[config.mk]
export PLATFORM = sky130hd
export DESIGN_NAME = dma_term_seq
export DESIGN_NICKNAME = d
export VERILOG_FILES = /design/src/rtl/dma_term_pkg.sv /design/src/rtl/dma_term_cfgchk.sv /design/src/rtl/dma_term_counter.sv /design/src/rtl/dma_term_hold.sv /design/src/rtl/dma_term_seq.sv
export SDC_FILE = /design/constraint.sdc
export NUM_CORES = 1
export LEC_CHECK = 0
export ABC_AREA = 0
export BUFFER_PORTS_ARGS = -buffer_cell sky130_fd_sc_hd__buf_2
export CORE_ASPECT_RATIO = 0.75
export CORE_UTILIZATION = 47
export CTS_CLUSTER_SIZE = 25
export DETAILED_ROUTE_END_ITERATION = 8
export GPL_TIMING_DRIVEN = 1
export HOLD_SLACK_MARGIN = 0.06
export PLACE_DENSITY = 0.78
export SYNTH_ARGS = -nofsm -noshare
export SYNTH_HDL_FRONTEND = slang
export SYNTH_SLANG_ARGS = --single-unit
[constraint.sdc]
create_clock -name clk -period 1.7 [get_ports clk]
set_input_delay 0.17 -clock clk [delete_from_list [all_inputs] [get_ports clk]]
set_output_delay 0.17 -clock clk [all_outputs]
set_load 0.005 [all_outputs]
[src/rtl/dma_term_pkg.sv]
package dma_term_pkg;
  localparam int DEF_CNT_W  = 16;
  localparam int DEF_HOLD_W = 3;

  // Illegal settings: stop-on-count or software memory copy require output role
  function automatic logic cfg_illegal(input logic dir, input logic tc_stop,
                                       input logic sw_m2m);
    return !dir && (tc_stop || sw_m2m);
  endfunction
endpackage

[src/rtl/dma_term_cfgchk.sv]
module dma_term_cfgchk
  import dma_term_pkg::*;
(
  input  logic clk,
  input  logic rst,
  input  logic dir,
  input  logic tc_stop,
  input  logic sw_m2m,
  output logic bad_now,
  output logic err_q
);
  assign bad_now = cfg_illegal(dir, tc_stop, sw_m2m);

  always_ff @(posedge clk) begin
    if (rst) err_q <= 1'b0;
    else     err_q <= bad_now;
  end
endmodule

[src/rtl/dma_term_counter.sv]
module dma_term_counter #(
  parameter int CNT_W = 16
) (
  input  logic             clk,
  input  logic             rst,
  input  logic             dir,
  input  logic             tc_stop,
  input  logic             cfg_bad,
  input  logic             start,
  input  logic [CNT_W-1:0] start_count,
  input  logic             xfer_done,
  input  logic             eot_in,
  output logic             active,
  output logic             tc_pulse,
  output logic             pin_oe
);
  localparam logic [CNT_W-1:0] LAST = CNT_W'(1);

  logic [CNT_W-1:0] remain;
  logic             eot_seen;
  logic             is_last;

  assign is_last = (remain == LAST);

  always_ff @(posedge clk) begin
    if (rst) begin
      remain   <= '0;
      active   <= 1'b0;
      tc_pulse <= 1'b0;
      eot_seen <= 1'b0;
      pin_oe   <= 1'b0;
    end else begin
      pin_oe   <= dir;
      tc_pulse <= 1'b0;
      if (start && !cfg_bad) begin
        remain   <= start_count;
        active   <= 1'b1;
        eot_seen <= 1'b0;
      end else if (active) begin
        if (!dir && eot_in) eot_seen <= 1'b1;
        if (xfer_done) begin
          remain <= remain - LAST;
          if (is_last) begin
            tc_pulse <= dir;
            if (tc_stop) active <= 1'b0;
          end
          if (!dir && (eot_seen || eot_in)) begin
            active   <= 1'b0;
            eot_seen <= 1'b0;
          end
        end
      end
    end
  end
endmodule

[src/rtl/dma_term_hold.sv]
module dma_term_hold #(
  parameter int HOLD_W = 3
) (
  input  logic              clk,
  input  logic              rst,
  input  logic              ack,
  input  logic              periph,
  input  logic [HOLD_W-1:0] hold,
  output logic              avail
);
  localparam logic [HOLD_W-1:0] ONE = HOLD_W'(1);

  logic              ack_q;
  logic [HOLD_W-1:0] gap;

  always_ff @(posedge clk) begin
    if (rst) begin
      ack_q <= 1'b0;
      gap   <= '0;
      avail <= 1'b1;
    end else begin
      ack_q <= ack;
      if (ack) begin
        avail <= 1'b0;
        gap   <= '0;
      end else if (ack_q) begin
        if (periph && hold != '0) begin
          gap   <= hold;
          avail <= 1'b0;
        end else begin
          gap   <= '0;
          avail <= 1'b1;
        end
      end else if (gap != '0) begin
        gap <= gap - ONE;
        if (gap == ONE) avail <= 1'b1;
      end
    end
  end
endmodule

[src/rtl/dma_term_seq.sv]
module dma_term_seq
  import dma_term_pkg::*;
#(
  parameter int CNT_W  = DEF_CNT_W,
  parameter int HOLD_W = DEF_HOLD_W
) (
  input  logic              clk,
  input  logic              rst,
  input  logic              cfg_dir,
  input  logic              cfg_tc_stop,
  input  logic              cfg_sw_m2m,
  input  logic              cfg_periph_mode,
  input  logic [HOLD_W-1:0] cfg_hold,
  input  logic              start,
  input  logic [CNT_W-1:0]  start_count,
  input  logic              xfer_done,
  input  logic              ack,
  input  logic              eot_in,
  output logic              active,
  output logic              tc_out,
  output logic              tc_oe,
  output logic              bus_avail,
  output logic              cfg_err
);
  logic bad_now;

  dma_term_cfgchk u_cfgchk (
    .clk(clk), .rst(rst), .dir(cfg_dir), .tc_stop(cfg_tc_stop),
    .sw_m2m(cfg_sw_m2m), .bad_now(bad_now), .err_q(cfg_err)
  );

  dma_term_counter #(.CNT_W(CNT_W)) u_counter (
    .clk(clk), .rst(rst), .dir(cfg_dir), .tc_stop(cfg_tc_stop),
    .cfg_bad(bad_now), .start(start), .start_count(start_count),
    .xfer_done(xfer_done), .eot_in(eot_in), .active(active),
    .tc_pulse(tc_out), .pin_oe(tc_oe)
  );

  dma_term_hold #(.HOLD_W(HOLD_W)) u_hold (
    .clk(clk), .rst(rst), .ack(ack), .periph(cfg_periph_mode),
    .hold(cfg_hold), .avail(bus_avail)
  );
endmodule

==> impl_table.tex, run 1 <==
\begin{tabular}{lr}
\hline
Metric & Value \\
\hline
\multicolumn{2}{l}{\textbf{Logic synthesis}} \\
\quad Total number of yosys warnings & 0 \\
\quad Most instantiated flip-flop cell in the synthesis netlist & sky130\_fd\_sc\_hd\_\_dfxtp\_1 \\
\quad Number of synthesized flops with an enable pin & 0 \\
\quad Post-synthesis share of cell area spent on and, or, nand and nor gates & 0.276 \\
\quad Instance count of the mapped netlist & 152 \\
\quad Post-synthesis cell area & 1350 µm² \\
\quad Total nets after synthesis & between 150 and 200 \\
\quad Mean Syn Cell Area & slightly below 9 µm² \\
\quad Post-synthesis mux area share & 0 \\
\quad Synthesized-area fraction occupied by ao, oa, aoi and oai cells & 0.192 \\
\quad Share of synthesized cell area in full adder, half adder and majority cells & 0.0463 \\
\quad Post-synth ARST share & 0 \\
\quad Combinational family with the most area after synthesis & simple AND/OR/NAND/NOR gates \\
\quad Xor and xnor area share after synthesis & 0.0648 \\
\quad FF+latch count, synth & 26 \\
\quad Post-synth cell types & 37 \\
\quad Sequential fraction of the synthesis area & 0.385 \\
\multicolumn{2}{l}{\textbf{Global routing}} \\
\quad Wire length of the first global-routing pass & 5320 µm \\
\quad Number of global-route vias before repair & 1197 \\
\quad Largest net degree at the start of global routing & 27 \\
\quad Overall global routing resource usage & 0.217 \\
\quad Initial antenna violation count & 0 \\
\quad Global route overflow & 0 \\
\multicolumn{2}{l}{\textbf{Timing}} \\
\quad Pin slew with the least headroom to its limit & 504 ps \\
\quad Post-layout minimum cycle time & approximately 1700 ps \\
\quad Upper clock frequency limit & approximately 0.60 GHz \\
\quad Slew margin rel. & 0.664 \\
\quad Count of final setup violators & 0 \\
\quad Final Hold Slack & roughly 110 ps \\
\quad Clock skew & $\sim$4.6 ps \\
\quad Setup slack after layout & approximately 27 ps \\
\quad Count of final max-slew check failures & 0 \\
\quad Final Hold Violating Endpoints & 0 \\
\quad Post-route fraction of the period consumed by the critical path & 0.984 \\
\quad Setup repair after global routing missed its margin & true \\
\multicolumn{2}{l}{\textbf{Pwr}} \\
\quad Power, Total & $\sim$1.5 mW \\
\quad Power per standard cell area & slightly below 900 nW/µm² \\
\quad Leakage & 0.693 nW \\
\quad Maximum resistive drop on vdd & 0.000422 V \\
\multicolumn{2}{l}{\textbf{Clock tree}} \\
\quad Clock tree buffer depth & 2 \\
\quad Clock transition at the registers of the reported paths & 90 ps \\
\quad Source-to-sink clock delay at the later pin of the worst-skew pair & roughly 270 ps \\
\quad \# clock sinks & 26 \\
\quad Master cell of the clock root buffer & sky130\_fd\_sc\_hd\_\_clkbuf\_8 \\
\quad H-tree depth & 1 \\
\quad CTS tree & done \\
\quad Hold buffer count at cts & 0 \\
\quad Num CTS Buffers & 3 \\
\multicolumn{2}{l}{\textbf{Finish}} \\
\quad Fraction of final layout cells sized beyond drive strength 1 & 0.297 \\
\quad Commonest non-fill, non-tap cells in the layout & sky130\_fd\_sc\_hd\_\_buf\_2, sky130\_fd\_sc\_hd\_\_dfxtp\_1, sky130\_fd\_sc\_hd\_\_nor2\_1 \\
\quad Synth-to-Final Area Change & 26.0\% \\
\quad Total number of nets in the final design & approximately 230 \\
\quad Number of antenna diodes & 0 \\
\quad Most frequent standard cell in the layout excluding fill and tap cells & sky130\_fd\_sc\_hd\_\_buf\_2 \\
\quad Post-Route Utilization & 0.640 \\
\multicolumn{2}{l}{\textbf{Run}} \\
\quad Number of max-capacitance violations reported & 0 \\
\multicolumn{2}{l}{\textbf{Floorplanning}} \\
\quad Die Width & between 60 and 70 µm \\
\quad Starting density of the core & 0.508 \\
\quad Total I/O pin count & 34 \\
\quad Number of placement rows & 16 \\
\quad Total Die Area & $\sim$3100 µm² \\
\quad Placeable core area & about 2700 µm² \\
\quad Height of the die & a little under 50 µm \\
\multicolumn{2}{l}{\textbf{Detailed routing}} \\
\quad Wire per inst & around 14 µm \\
\quad Overall via count from detail\_route & between 1000 and 1500 \\
\quad Initial DRT Pass Iterations & 4 \\
\quad Vias per cell & around 5.7 \\
\quad Post-route DRC violation count & 0 \\
\quad Remaining number of nets flagged by the antenna check after routing & 0 \\
\quad 1st-iter DRT viols & 65 \\
\quad Wire length after detailed routing & 3150 µm \\
\multicolumn{2}{l}{\textbf{Placement}} \\
\quad Total of buffers placed on input and output ports & 33 \\
\quad HPWL after detailed placement & around 2300 µm \\
\quad Final weighted congestion in routability-driven placement & between 0.8 and 0.9 \\
\quad Worst slack, placed & -80.1 ps \\
\multicolumn{2}{l}{\textbf{Worst setup path}} \\
\quad Critical path launch point & u\_counter.remain[3]\$\_SDFFE\_PP0P\_ \\
\quad End point of the critical path & u\_counter.remain[15]\$\_SDFFE\_PP0P\_ \\
\quad Cell depth of the worst flop-to-flop path & 4 \\
\quad Reg-to-reg slack, setup & 30 ps \\
\quad Crit. End Element & register \\
\quad RR Startpoint & u\_counter.remain[3]\$\_SDFFE\_PP0P\_ \\
\quad Critical Setup Path Class & register to register \\
\quad Crit start category & register \\
\quad Data required time at the worst endpoint & 1880 ps \\
\quad Largest fanout of any net on the critical path & 3 \\
\quad Endpoint of the worst register-to-register path & u\_counter.remain[15]\$\_SDFFE\_PP0P\_ \\
\quad Data arrival time of the worst path & roughly 1900 ps \\
\multicolumn{2}{l}{\textbf{Worst hold path}} \\
\quad Class of the tightest hold or removal check & primary input to register \\
\multicolumn{2}{l}{\textbf{Status}} \\
\quad Status & completed \\
\hline
\end{tabular}
[per-layer routing]
metal / GRT usage / share of wire
met1: 0.310 / 0.48
met2: 0.335 / 0.45
met3: 0.0495 / 0.058
met5: 0 / 0
met4: 0.0417 / 0.0060
[power breakdown]
part           leakage, nW  total, mW  internal (mW)  switching (mW)
clock               0.0357      0.517          0.315           0.201
combinational        0.441      0.293          0.145           0.148
sequential           0.216      0.703          0.655          0.0481
total                0.693       1.51           1.12           0.397
[worst min path at each step]
stage	start	depth (start not counted)	endpoint	slack, ps
floorplan	ack	1	u_hold.gap[0]$_SDFFE_PP0P_	250
global placement	ack	2	u_hold.gap[0]$_SDFFE_PP0P_	410
detailed placement	ack	2	u_hold.gap[0]$_SDFFE_PP0P_	410
CTS	ack	2	u_hold.gap[0]$_SDFFE_PP0P_	110
global route	ack	2	u_hold.gap[0]$_SDFFE_PP0P_	120
finish	ack	2	u_hold.gap[0]$_SDFFE_PP0P_	110
[critical path, stage by stage, from the launching register on]
cell and delay, ps:
sky130_fd_sc_hd__dfxtp_4 370, sky130_fd_sc_hd__nor4_4 400, sky130_fd_sc_hd__nand4b_4 140, sky130_fd_sc_hd__or4_1 430, sky130_fd_sc_hd__a311oi_1 240
[logic make-up (layout without fill, tap and decap cells)]
group | Yosys count | in the layout
and+or+nand+nor | 63 | 63
AOI/OAI and AO/OA | 35 | 35
DFF | 26 | 26
buffers and inverters | 13 | 53
xor gates and xnor gates | 10 | 10
adders and majority gates | 5 | 5
[cell type report]
type | instances | area, µm²
clock buffer | 3 | 41.3
clock inverter | 1 | 30.0
fill | 225 | 958
inverter | 5 | 18.8
multi-input combinational | 113 | 795
sequential | 26 | 527
tap | 36 | 45.0
timing repair buffer | 44 | 248
[cell usage after synthesis, types with 2 or more instances]
master	instances	area [µm²]
sky130_fd_sc_hd__dfxtp_1	26	521
sky130_fd_sc_hd__nor2_1	22	82.6
sky130_fd_sc_hd__a211oi_1	12	90.1
sky130_fd_sc_hd__nand2_1	10	37.5
sky130_fd_sc_hd__clkbuf_1	8	30.0
sky130_fd_sc_hd__a311oi_1	6	52.6
sky130_fd_sc_hd__xor2_1	6	52.6
sky130_fd_sc_hd__ha_1	5	62.6
sky130_fd_sc_hd__inv_1	5	18.8
sky130_fd_sc_hd__nand3_1	4	20.0
sky130_fd_sc_hd__xnor2_1	4	35.0
sky130_fd_sc_hd__a21oi_1	3	15.0
sky130_fd_sc_hd__nor2b_1	3	18.8
sky130_fd_sc_hd__nor4_1	3	18.8
sky130_fd_sc_hd__or3_1	3	18.8
sky130_fd_sc_hd__a31oi_1	2	12.5
sky130_fd_sc_hd__nand3b_1	2	15.0
sky130_fd_sc_hd__nand4b_1	2	17.5
sky130_fd_sc_hd__nor3_1	2	10.0
sky130_fd_sc_hd__nor3b_1	2	15.0
sky130_fd_sc_hd__nor4_4	2	42.5
sky130_fd_sc_hd__o211ai_1	2	15.0
sky130_fd_sc_hd__o21ai_0	2	10.0
sky130_fd_sc_hd__o31ai_1	2	15.0
sky130_fd_sc_hd__or4_1	2	15.0
[through the flow]
step	cells	cell area, µm²	setup TNS (ps)
final	228	1700	0
after global routing	228	1700	-44.4
after CTS	228	1690	0
after detailed placement	222	1600	-107
after global placement	222	1600	0
after floorplan	152	1350	-3.03
[flip-flops by register name, indices dropped and copies added (netlist names)]
signal,cells
u_cfgchk.err_q,1
u_counter.eot_seen,1
u_hold.gap,3
u_counter.tc_pulse,1
u_counter.active,1
u_counter.pin_oe,1
u_hold.ack_q,1
u_hold.avail,1
u_counter.remain,16
[timing repair]
action                     4_1_cts  5_1_grt
pin swaps                        3        6
gates resized for setup          0        5
buffers inserted                 2        1
setup endpoints to repair        4        8
Power figures use the tool's default switching activity.
==> run 2: changes to the inputs <==
--- a/config.mk
+++ b/config.mk
@@ -13,7 +13,7 @@
 export DETAILED_ROUTE_END_ITERATION = 8
 export GPL_TIMING_DRIVEN = 1
 export HOLD_SLACK_MARGIN = 0.06
-export PLACE_DENSITY = 0.78
+export PLACE_DENSITY = 0.75
 export SYNTH_ARGS = -nofsm -noshare
 export SYNTH_HDL_FRONTEND = slang
 export SYNTH_SLANG_ARGS = --single-unit
==> run 2 against run 1 <==
- total power decreased by 0.71%
- first-iteration DRC count is 7.7% higher
- clock-buffer cell count unchanged
- worst setup slack improved by 4.1 ps
- design area about the same
- maximum frequency grew 0.24%
- global-route usage is 0.91 points lower
- largest power group unchanged
- via count is essentially flat
- critical path type unchanged
- critical endpoint is now u_counter.remain[13]$_SDFFE_PP0P_
- die area unchanged
==> impl_table.tex, run 2 (same netlist as run 1, synthesis figures left out) <==
\begin{tabular}{lr}
\hline
Metric & Value \\
\hline
\multicolumn{2}{l}{\textbf{Pwr}} \\
\quad Leakage & 0.697 nW (was 0.693 nW) \\
\quad Maximum resistive drop on vdd & 0.000608 V (was 0.000422 V) \\
\quad Power per standard cell area & 880 nW/µm² (was 887 nW/µm²) \\
\multicolumn{2}{l}{\textbf{Global routing}} \\
\quad Global route overflow & 0 (unchanged) \\
\quad Wire length of the first global-routing pass & 5040 µm (was 5320 µm) \\
\quad Number of global-route vias before repair & 1122 (was 1197) \\
\quad Overall global routing resource usage & 0.208 (was 0.217) \\
\quad Largest net degree at the start of global routing & 32 (was 27) \\
\quad Initial antenna violation count & 0 (unchanged) \\
\multicolumn{2}{l}{\textbf{Finish}} \\
\quad Total number of nets in the final design & 226 (was 227) \\
\quad Number of antenna diodes & 0 (unchanged) \\
\quad Max reg flops & 16 (unchanged) \\
\quad Most frequent standard cell in the layout excluding fill and tap cells & sky130\_fd\_sc\_hd\_\_buf\_2 (unchanged) \\
\quad Top flop regs & u\_counter.remain: 16 flops, u\_hold.gap: 3 flops (unchanged) \\
\quad Commonest non-fill, non-tap cells in the layout & sky130\_fd\_sc\_hd\_\_buf\_2, sky130\_fd\_sc\_hd\_\_dfxtp\_1, sky130\_fd\_sc\_hd\_\_nor2\_1 (unchanged) \\
\quad Cell area after layout & 1710 µm² (was 1700 µm²) \\
\quad Final Non-Filler Cells & 227 (was 228) \\
\quad Fraction of final layout cells sized beyond drive strength 1 & 0.293 (was 0.297) \\
\quad Post-Route Utilization & 0.641 (was 0.640) \\
\quad Most flops, register & u\_counter.remain (unchanged) \\
\quad Synth-to-Final Area Change & 26.1\% (was 26.0\%) \\
\multicolumn{2}{l}{\textbf{Placement}} \\
\quad Area of placed instances & 1610 µm² (was 1600 µm²) \\
\quad Total of buffers placed on input and output ports & 33 (unchanged) \\
\quad Placed instance count & 221 (was 222) \\
\quad Final weighted congestion in routability-driven placement & 0.780 (was 0.868) \\
\quad HPWL after detailed placement & 2220 µm (was 2310 µm) \\
\multicolumn{2}{l}{\textbf{Worst setup path}} \\
\quad Crit path max-delay family & simple AND/OR/NAND/NOR gates (unchanged) \\
\quad Data required time at the worst endpoint & 1880 ps (about the same) \\
\quad Worst stage delay on the critical path & 430 ps (about the same) \\
\quad Crit path max-delay cell type & sky130\_fd\_sc\_hd\_\_or4\_4 (was sky130\_fd\_sc\_hd\_\_or4\_1) \\
\quad Crit path cell chain & nor4\_4 > nand4b\_4 > or4\_4 > a311oi\_2 (was nor4\_4 > nand4b\_4 > or4\_1 > a311oi\_1) \\
\quad Crit start category & register (unchanged) \\
\quad Largest fanout of any net on the critical path & 4 (was 3) \\
\quad Data arrival time of the worst path & 1850 ps (about the same) \\
\quad Crit. End Element & register (unchanged) \\
\quad CP Buf/Inv Count & 0 (unchanged) \\
\quad Critical Setup Path Class & register to register (unchanged) \\
\multicolumn{2}{l}{\textbf{Floorplanning}} \\
\quad Die Width & 63.9 µm (unchanged) \\
\quad Placeable core area & 2660 µm² (unchanged) \\
\quad Number of placement rows & 16 (unchanged) \\
\quad Height of the die & 48.5 µm (unchanged) \\
\quad Starting density of the core & 0.508 (unchanged) \\
\quad Total Die Area & 3100 µm² (unchanged) \\
\quad Total I/O pin count & 34 (unchanged) \\
\multicolumn{2}{l}{\textbf{Clock tree}} \\
\quad H-tree depth & 1 (unchanged) \\
\quad Num CTS Buffers & 3 (unchanged) \\
\quad \# clock sinks & 26 (unchanged) \\
\quad Source-to-sink clock delay at the later pin of the worst-skew pair & 270 ps (about the same) \\
\quad Master cell of the clock root buffer & sky130\_fd\_sc\_hd\_\_clkbuf\_8 (unchanged) \\
\quad Clock transition at the registers of the reported paths & 90 ps (about the same) \\
\quad CTS tree & done (unchanged) \\
\quad Clock tree buffer depth & 2 (unchanged) \\
\multicolumn{2}{l}{\textbf{Detailed routing}} \\
\quad Initial DRT Pass Iterations & 4 (unchanged) \\
\quad Wire length after detailed routing & 3110 µm (was 3150 µm) \\
\quad Wire per inst & 13.7 µm (was 13.8 µm) \\
\quad Vias per cell & 5.68 (was 5.66) \\
\quad Remaining number of nets flagged by the antenna check after routing & 0 (unchanged) \\
\quad Overall via count from detail\_route & 1290 (was 1291) \\
\quad 1st-iter DRT viols & 70 (was 65) \\
\quad Post-route DRC violation count & 0 (unchanged) \\
\multicolumn{2}{l}{\textbf{Timing}} \\
\quad Pin slew with the least headroom to its limit & 510 ps (was 504 ps) \\
\quad Clock skew & 2.86 ps (was 4.56 ps) \\
\quad Slew margin rel. & 0.660 (was 0.664) \\
\quad Count of final max-slew check failures & 0 (unchanged) \\
\quad Final Hold Slack & 125 ps (was 111 ps) \\
\quad Post-route fraction of the period consumed by the critical path & 0.982 (was 0.984) \\
\quad Post-layout minimum cycle time & 1670 ps (about the same) \\
\quad Final Hold Violating Endpoints & 0 (unchanged) \\
\quad Setup repair after global routing missed its margin & true (unchanged) \\
\quad Sum of negative setup slack & 0 ps (unchanged) \\
\quad Count of final setup violators & 0 (unchanged) \\
\quad Upper clock frequency limit & 0.599 GHz (was 0.598 GHz) \\
\multicolumn{2}{l}{\textbf{Run}} \\
\quad Number of max-capacitance violations reported & 0 (unchanged) \\
\multicolumn{2}{l}{\textbf{Worst hold path}} \\
\quad Class of the tightest hold or removal check & primary input to register (unchanged) \\
\multicolumn{2}{l}{\textbf{Status}} \\
\quad Status & completed (unchanged) \\
\hline
\end{tabular}
-- run 2: cell types whose count changed in the layout (fill, tap and decap cells not counted), sizes merged --
cell	delta
buf	-1
-- run 2: metrics by stage --
stage                     worst slack, ps  power [mW]
after floorplan                     -3.03       0.884
after global placement               84.3       0.981
after detailed placement            0.432       0.993
after CTS                            2.12        1.50
after global routing                -38.4        1.58
final                                30.7        1.50
-- run 2: routing by layer --
metal,part of all wire,up-vias,global-route usage,wire (µm)
met4,0.0042,0,0.0227,13
li1,-,636,-,-
met5,0,-,0,0
met2,0.45,49,0.332,1390
met3,0.057,2,0.0542,177
met1,0.49,603,0.291,1530
-- run 2: where the power goes --
part | switching [mW] | internal [mW] | total [mW]
Combinational | 0.148 | 0.146 | 0.294
Sequential | 0.0474 | 0.655 | 0.702
Clock | 0.190 | 0.315 | 0.505
Total | 0.386 | 1.12 | 1.50
-- run 2: repair_timing --
action	CTS	global route
setup endpoints to repair	0	5
gates resized for setup	0	4
buffers inserted	0	2
hold buffers	0	0
-- run 2: area by class of cell --
class | count | area (µm²)
clock buffer | 3 | 41.3
clock inverter | 1 | 30.0
fill | 227 | 957
inverter | 5 | 18.8
multi-input combinational | 113 | 793
sequential | 26 | 524
tap | 36 | 45.0
timing repair buffer | 43 | 253
-- run 2: worst register-to-register path: stages, from the launching register on --
cell and delay (ps):
sky130_fd_sc_hd__dfxtp_2 360, sky130_fd_sc_hd__nor4_4 420, sky130_fd_sc_hd__nand4b_4 140, sky130_fd_sc_hd__or4_4 430
sky130_fd_sc_hd__a311oi_2 240
-- run 2: final timing paths --
check | start | slack (ps) | cells after the start | to
hold / removal | ack | 120 | 2 | u_hold.gap[0]$_SDFFE_PP0P_
hold reg to reg | u_counter.remain[15]$_SDFFE_PP0P_ | 530 | 2 | u_counter.remain[15]$_SDFFE_PP0P_
setup / recovery | u_counter.remain[4]$_SDFFE_PP0P_ | 30 | 4 | u_counter.remain[13]$_SDFFE_PP0P_
setup reg to reg | u_counter.remain[4]$_SDFFE_PP0P_ | 30 | 4 | u_counter.remain[13]$_SDFFE_PP0P_
==> run 3: changes to the inputs <==
--- a/config.mk
+++ b/config.mk
@@ -8,12 +8,12 @@
 export ABC_AREA = 0
 export BUFFER_PORTS_ARGS = -buffer_cell sky130_fd_sc_hd__buf_2
 export CORE_ASPECT_RATIO = 0.75
-export CORE_UTILIZATION = 47
+export CORE_UTILIZATION = 52
 export CTS_CLUSTER_SIZE = 25
 export DETAILED_ROUTE_END_ITERATION = 8
 export GPL_TIMING_DRIVEN = 1
 export HOLD_SLACK_MARGIN = 0.06
-export PLACE_DENSITY = 0.75
+export PLACE_DENSITY = 0.78
 export SYNTH_ARGS = -nofsm -noshare
 export SYNTH_HDL_FRONTEND = slang
 export SYNTH_SLANG_ARGS = --single-unit
==> constraint.sdc (replaced) <==
create_clock -name clk -period 1.8 [get_ports clk]
set_input_delay 0.18 -clock clk [delete_from_list [all_inputs] [get_ports clk]]
set_output_delay 0.18 -clock clk [all_outputs]
set_load 0.005 [all_outputs]
==> run 3 against run 2 <==
- die area down 9.3%
- utilization up 5.1 points
- critical path depth up 1
- routed wire length down 7.8%
- maximum frequency down 3.6%
- sequential share of layout area up 1.2 points
- cell count down 2.2%
- total power down 12%
- register-to-register slack better by 40 ps
- global-route usage up 2.1 points
- largest power group unchanged
- highest routed layer unchanged
==> impl_table.tex, run 3 (same netlist as run 1, synthesis figures left out) <==
\begin{tabular}{lr}
\hline
Metric & Value \\
\hline
\multicolumn{2}{l}{\textbf{Detailed routing}} \\
\quad Wire per inst & 12.9 µm (was 13.7 µm) \\
\quad Vias per cell & 5.61 (was 5.68) \\
\quad Post-route DRC violation count & 0 (unchanged) \\
\quad 1st-iter DRT viols & 61 (was 70) \\
\quad Initial DRT Pass Iterations & 4 (unchanged) \\
\quad Wire length after detailed routing & 2860 µm (was 3110 µm) \\
\quad Remaining number of nets flagged by the antenna check after routing & 0 (unchanged) \\
\quad Overall via count from detail\_route & 1246 (was 1290) \\
\multicolumn{2}{l}{\textbf{Finish}} \\
\quad Fraction of final layout cells sized beyond drive strength 1 & 0.277 (was 0.293) \\
\quad Multi-input gate area & 790 µm² (was 793 µm²) \\
\quad Max reg flops & 16 (unchanged) \\
\quad Total number of nets in the final design & 223 (was 226) \\
\quad Number of antenna diodes & 0 (unchanged) \\
\quad Final Non-Filler Cells & 222 (was 227) \\
\quad Most flops, register & u\_counter.remain (unchanged) \\
\quad Synth-to-Final Area Change & 21.8\% (was 26.1\%) \\
\quad Layout filler cell count & 200 (was 227) \\
\quad Top flop regs & u\_counter.remain: 16 flops, u\_hold.gap: 3 flops (unchanged) \\
\quad Sequential cell area & 527 µm² (was 524 µm²) \\
\quad Commonest non-fill, non-tap cells in the layout & sky130\_fd\_sc\_hd\_\_buf\_2, sky130\_fd\_sc\_hd\_\_dfxtp\_1, sky130\_fd\_sc\_hd\_\_nor2\_1 (unchanged) \\
\quad Most frequent standard cell in the layout excluding fill and tap cells & sky130\_fd\_sc\_hd\_\_buf\_2 (unchanged) \\
\multicolumn{2}{l}{\textbf{Global routing}} \\
\quad Global route overflow & 0 (unchanged) \\
\quad Wire length of the first global-routing pass & 4660 µm (was 5040 µm) \\
\quad Initial antenna violation count & 0 (unchanged) \\
\quad Number of global-route vias before repair & 1109 (was 1122) \\
\quad Overall global routing resource usage & 0.229 (was 0.208) \\
\quad Largest net degree at the start of global routing & 32 (unchanged) \\
\multicolumn{2}{l}{\textbf{Worst hold path}} \\
\quad Class of the tightest hold or removal check & primary input to register (unchanged) \\
\multicolumn{2}{l}{\textbf{Placement}} \\
\quad Worst slack, placed & -22.6 ps (was 0.432 ps) \\
\quad Final weighted congestion in routability-driven placement & 0.748 (was 0.780) \\
\quad HPWL after detailed placement & 2050 µm (was 2220 µm) \\
\quad Placed instance count & 215 (was 221) \\
\quad Total of buffers placed on input and output ports & 33 (unchanged) \\
\multicolumn{2}{l}{\textbf{Run}} \\
\quad Number of max-capacitance violations reported & 0 (unchanged) \\
\multicolumn{2}{l}{\textbf{Clock tree}} \\
\quad H-tree depth & 1 (unchanged) \\
\quad Master cell of the clock root buffer & sky130\_fd\_sc\_hd\_\_clkbuf\_4 (was sky130\_fd\_sc\_hd\_\_clkbuf\_8) \\
\quad \# clock sinks & 26 (unchanged) \\
\quad Source-to-sink clock delay at the later pin of the worst-skew pair & 320 ps (was 270 ps) \\
\quad Hold buffer count at cts & 0 (unchanged) \\
\quad Clock transition at the registers of the reported paths & 140 ps (was 90 ps) \\
\quad CTS tree & done (unchanged) \\
\quad Clock tree buffer depth & 2 (unchanged) \\
\quad Num CTS Buffers & 3 (unchanged) \\
\multicolumn{2}{l}{\textbf{Timing}} \\
\quad Slew margin rel. & 0.678 (was 0.660) \\
\quad Setup slack after layout & 68.3 ps (was 30.7 ps) \\
\quad Post-layout minimum cycle time & 1730 ps (was 1670 ps) \\
\quad Clock skew & 1.14 ps (was 2.86 ps) \\
\quad Setup repair after global routing missed its margin & false (was true) \\
\quad Final Hold Violating Endpoints & 0 (unchanged) \\
\quad Count of final max-slew check failures & 0 (unchanged) \\
\quad Upper clock frequency limit & 0.577 GHz (was 0.599 GHz) \\
\quad Count of final setup violators & 0 (unchanged) \\
\quad Pin slew with the least headroom to its limit & 482 ps (was 510 ps) \\
\quad Post-route fraction of the period consumed by the critical path & 0.962 (was 0.982) \\
\multicolumn{2}{l}{\textbf{Worst setup path}} \\
\quad Critical Setup Path Class & register to register (unchanged) \\
\quad Data required time at the worst endpoint & 2040 ps (was 1880 ps) \\
\quad Crit. End Element & register (unchanged) \\
\quad Largest fanout of any net on the critical path & 5 (was 4) \\
\quad Crit start category & register (unchanged) \\
\quad Data arrival time of the worst path & 1970 ps (was 1850 ps) \\
\multicolumn{2}{l}{\textbf{Floorplanning}} \\
\quad Die Width & 60.9 µm (was 63.9 µm) \\
\quad Height of the die & 46.2 µm (was 48.5 µm) \\
\quad Number of placement rows & 15 (was 16) \\
\quad Total I/O pin count & 34 (unchanged) \\
\quad Total Die Area & 2810 µm² (was 3100 µm²) \\
\quad Placeable core area & 2380 µm² (was 2660 µm²) \\
\quad Starting density of the core & 0.567 (was 0.508) \\
\multicolumn{2}{l}{\textbf{Status}} \\
\quad Status & completed (unchanged) \\
\multicolumn{2}{l}{\textbf{Pwr}} \\
\quad Maximum resistive drop on vdd & 0.000441 V (was 0.000608 V) \\
\quad Leakage & 0.667 nW (was 0.697 nW) \\
\quad Power per standard cell area & 806 nW/µm² (was 880 nW/µm²) \\
\hline
\end{tabular}
[run 3: cell count changes in the layout (fill, tap and decap cells not counted)]
cell and change:
sky130_fd_sc_hd__or4_1 +1, sky130_fd_sc_hd__or4_4 -1, sky130_fd_sc_hd__dfxtp_4 +1, sky130_fd_sc_hd__dfxtp_2 -1
sky130_fd_sc_hd__clkbuf_8 -3, sky130_fd_sc_hd__buf_4 -2, sky130_fd_sc_hd__buf_12 -1, sky130_fd_sc_hd__clkbuf_4 +3
[run 3: repair_timing]
| action | 4_1_cts | 5_1_grt |
|---|---|---|
| buffers inserted | 2 | 1 |
| gates resized for setup | 0 | 5 |
| pin swaps | 2 | 4 |
| endpoints found under the setup margin | 2 | 4 |
| gates cloned | 0 | 0 |
| endpoints found under the hold margin | 0 | 0 |
[run 3: final cells by class]
cell class,instances,share of cell area
Multi-Input combinational cell,113,0.479
Sequential cell,26,0.320
Timing Repair Buffer,40,0.132
Tap cell,34,0.0258
Clock inverter,1,0.0182
Clock buffer,3,0.0137
Inverter,5,0.0114
[run 3: critical path: stages, from the launching register on]
cell                       delay [ps]
sky130_fd_sc_hd__dfxtp_4          390
sky130_fd_sc_hd__nor4_4           260
sky130_fd_sc_hd__buf_4            180
sky130_fd_sc_hd__nand4b_1         200
sky130_fd_sc_hd__or3_1            370
sky130_fd_sc_hd__a311oi_1         260
[run 3: per-layer routing]
| layer | share of wire | GRT usage | vias up |
|---|---|---|---|
| met2 | 0.46 | 0.393 | 33 |
| met5 | 0 | 0 | - |
| met3 | 0.054 | 0.0730 | 2 |
| met4 | 0.0045 | 0.0591 | 0 |
| met1 | 0.49 | 0.279 | 578 |
| li1 | - | - | 633 |
[run 3: worst paths after layout]
check	from	endpoint	slack, ps	cells past startpoint
setup / recovery	u_counter.remain[9]$_SDFFE_PP0P_	u_counter.remain[12]$_SDFFE_PP0P_	70	5
setup reg to reg	u_counter.remain[9]$_SDFFE_PP0P_	u_counter.remain[12]$_SDFFE_PP0P_	70	5
hold / removal	ack	u_hold.gap[0]$_SDFFE_PP0P_	70	2
hold reg to reg	u_counter.remain[15]$_SDFFE_PP0P_	u_counter.remain[15]$_SDFFE_PP0P_	530	2
[run 3: through the flow]
stage	utilization	area [µm²]	hold slack [ps]	TNS (ps)	power, mW
CTS	0.683	1630	60.7	0	1.33
detailed placement	0.655	1560	418	-22.6	0.921
finish	0.691	1650	68.1	0	1.33
global placement	0.655	1560	412	0	0.913
floorplan	-	1350	257	0	0.835
global route	0.691	1650	65.1	0	1.40
[run 3: report_power, final]
| group | internal (mW) | leakage (nW) | switching (mW) | total (mW) |
|---|---|---|---|---|
| clock network | 0.225 | 0.0279 | 0.174 | 0.399 |
| registers | 0.619 | 0.216 | 0.0458 | 0.664 |
| logic | 0.132 | 0.423 | 0.133 | 0.266 |
| total | 0.976 | 0.667 | 0.353 | 1.33 |
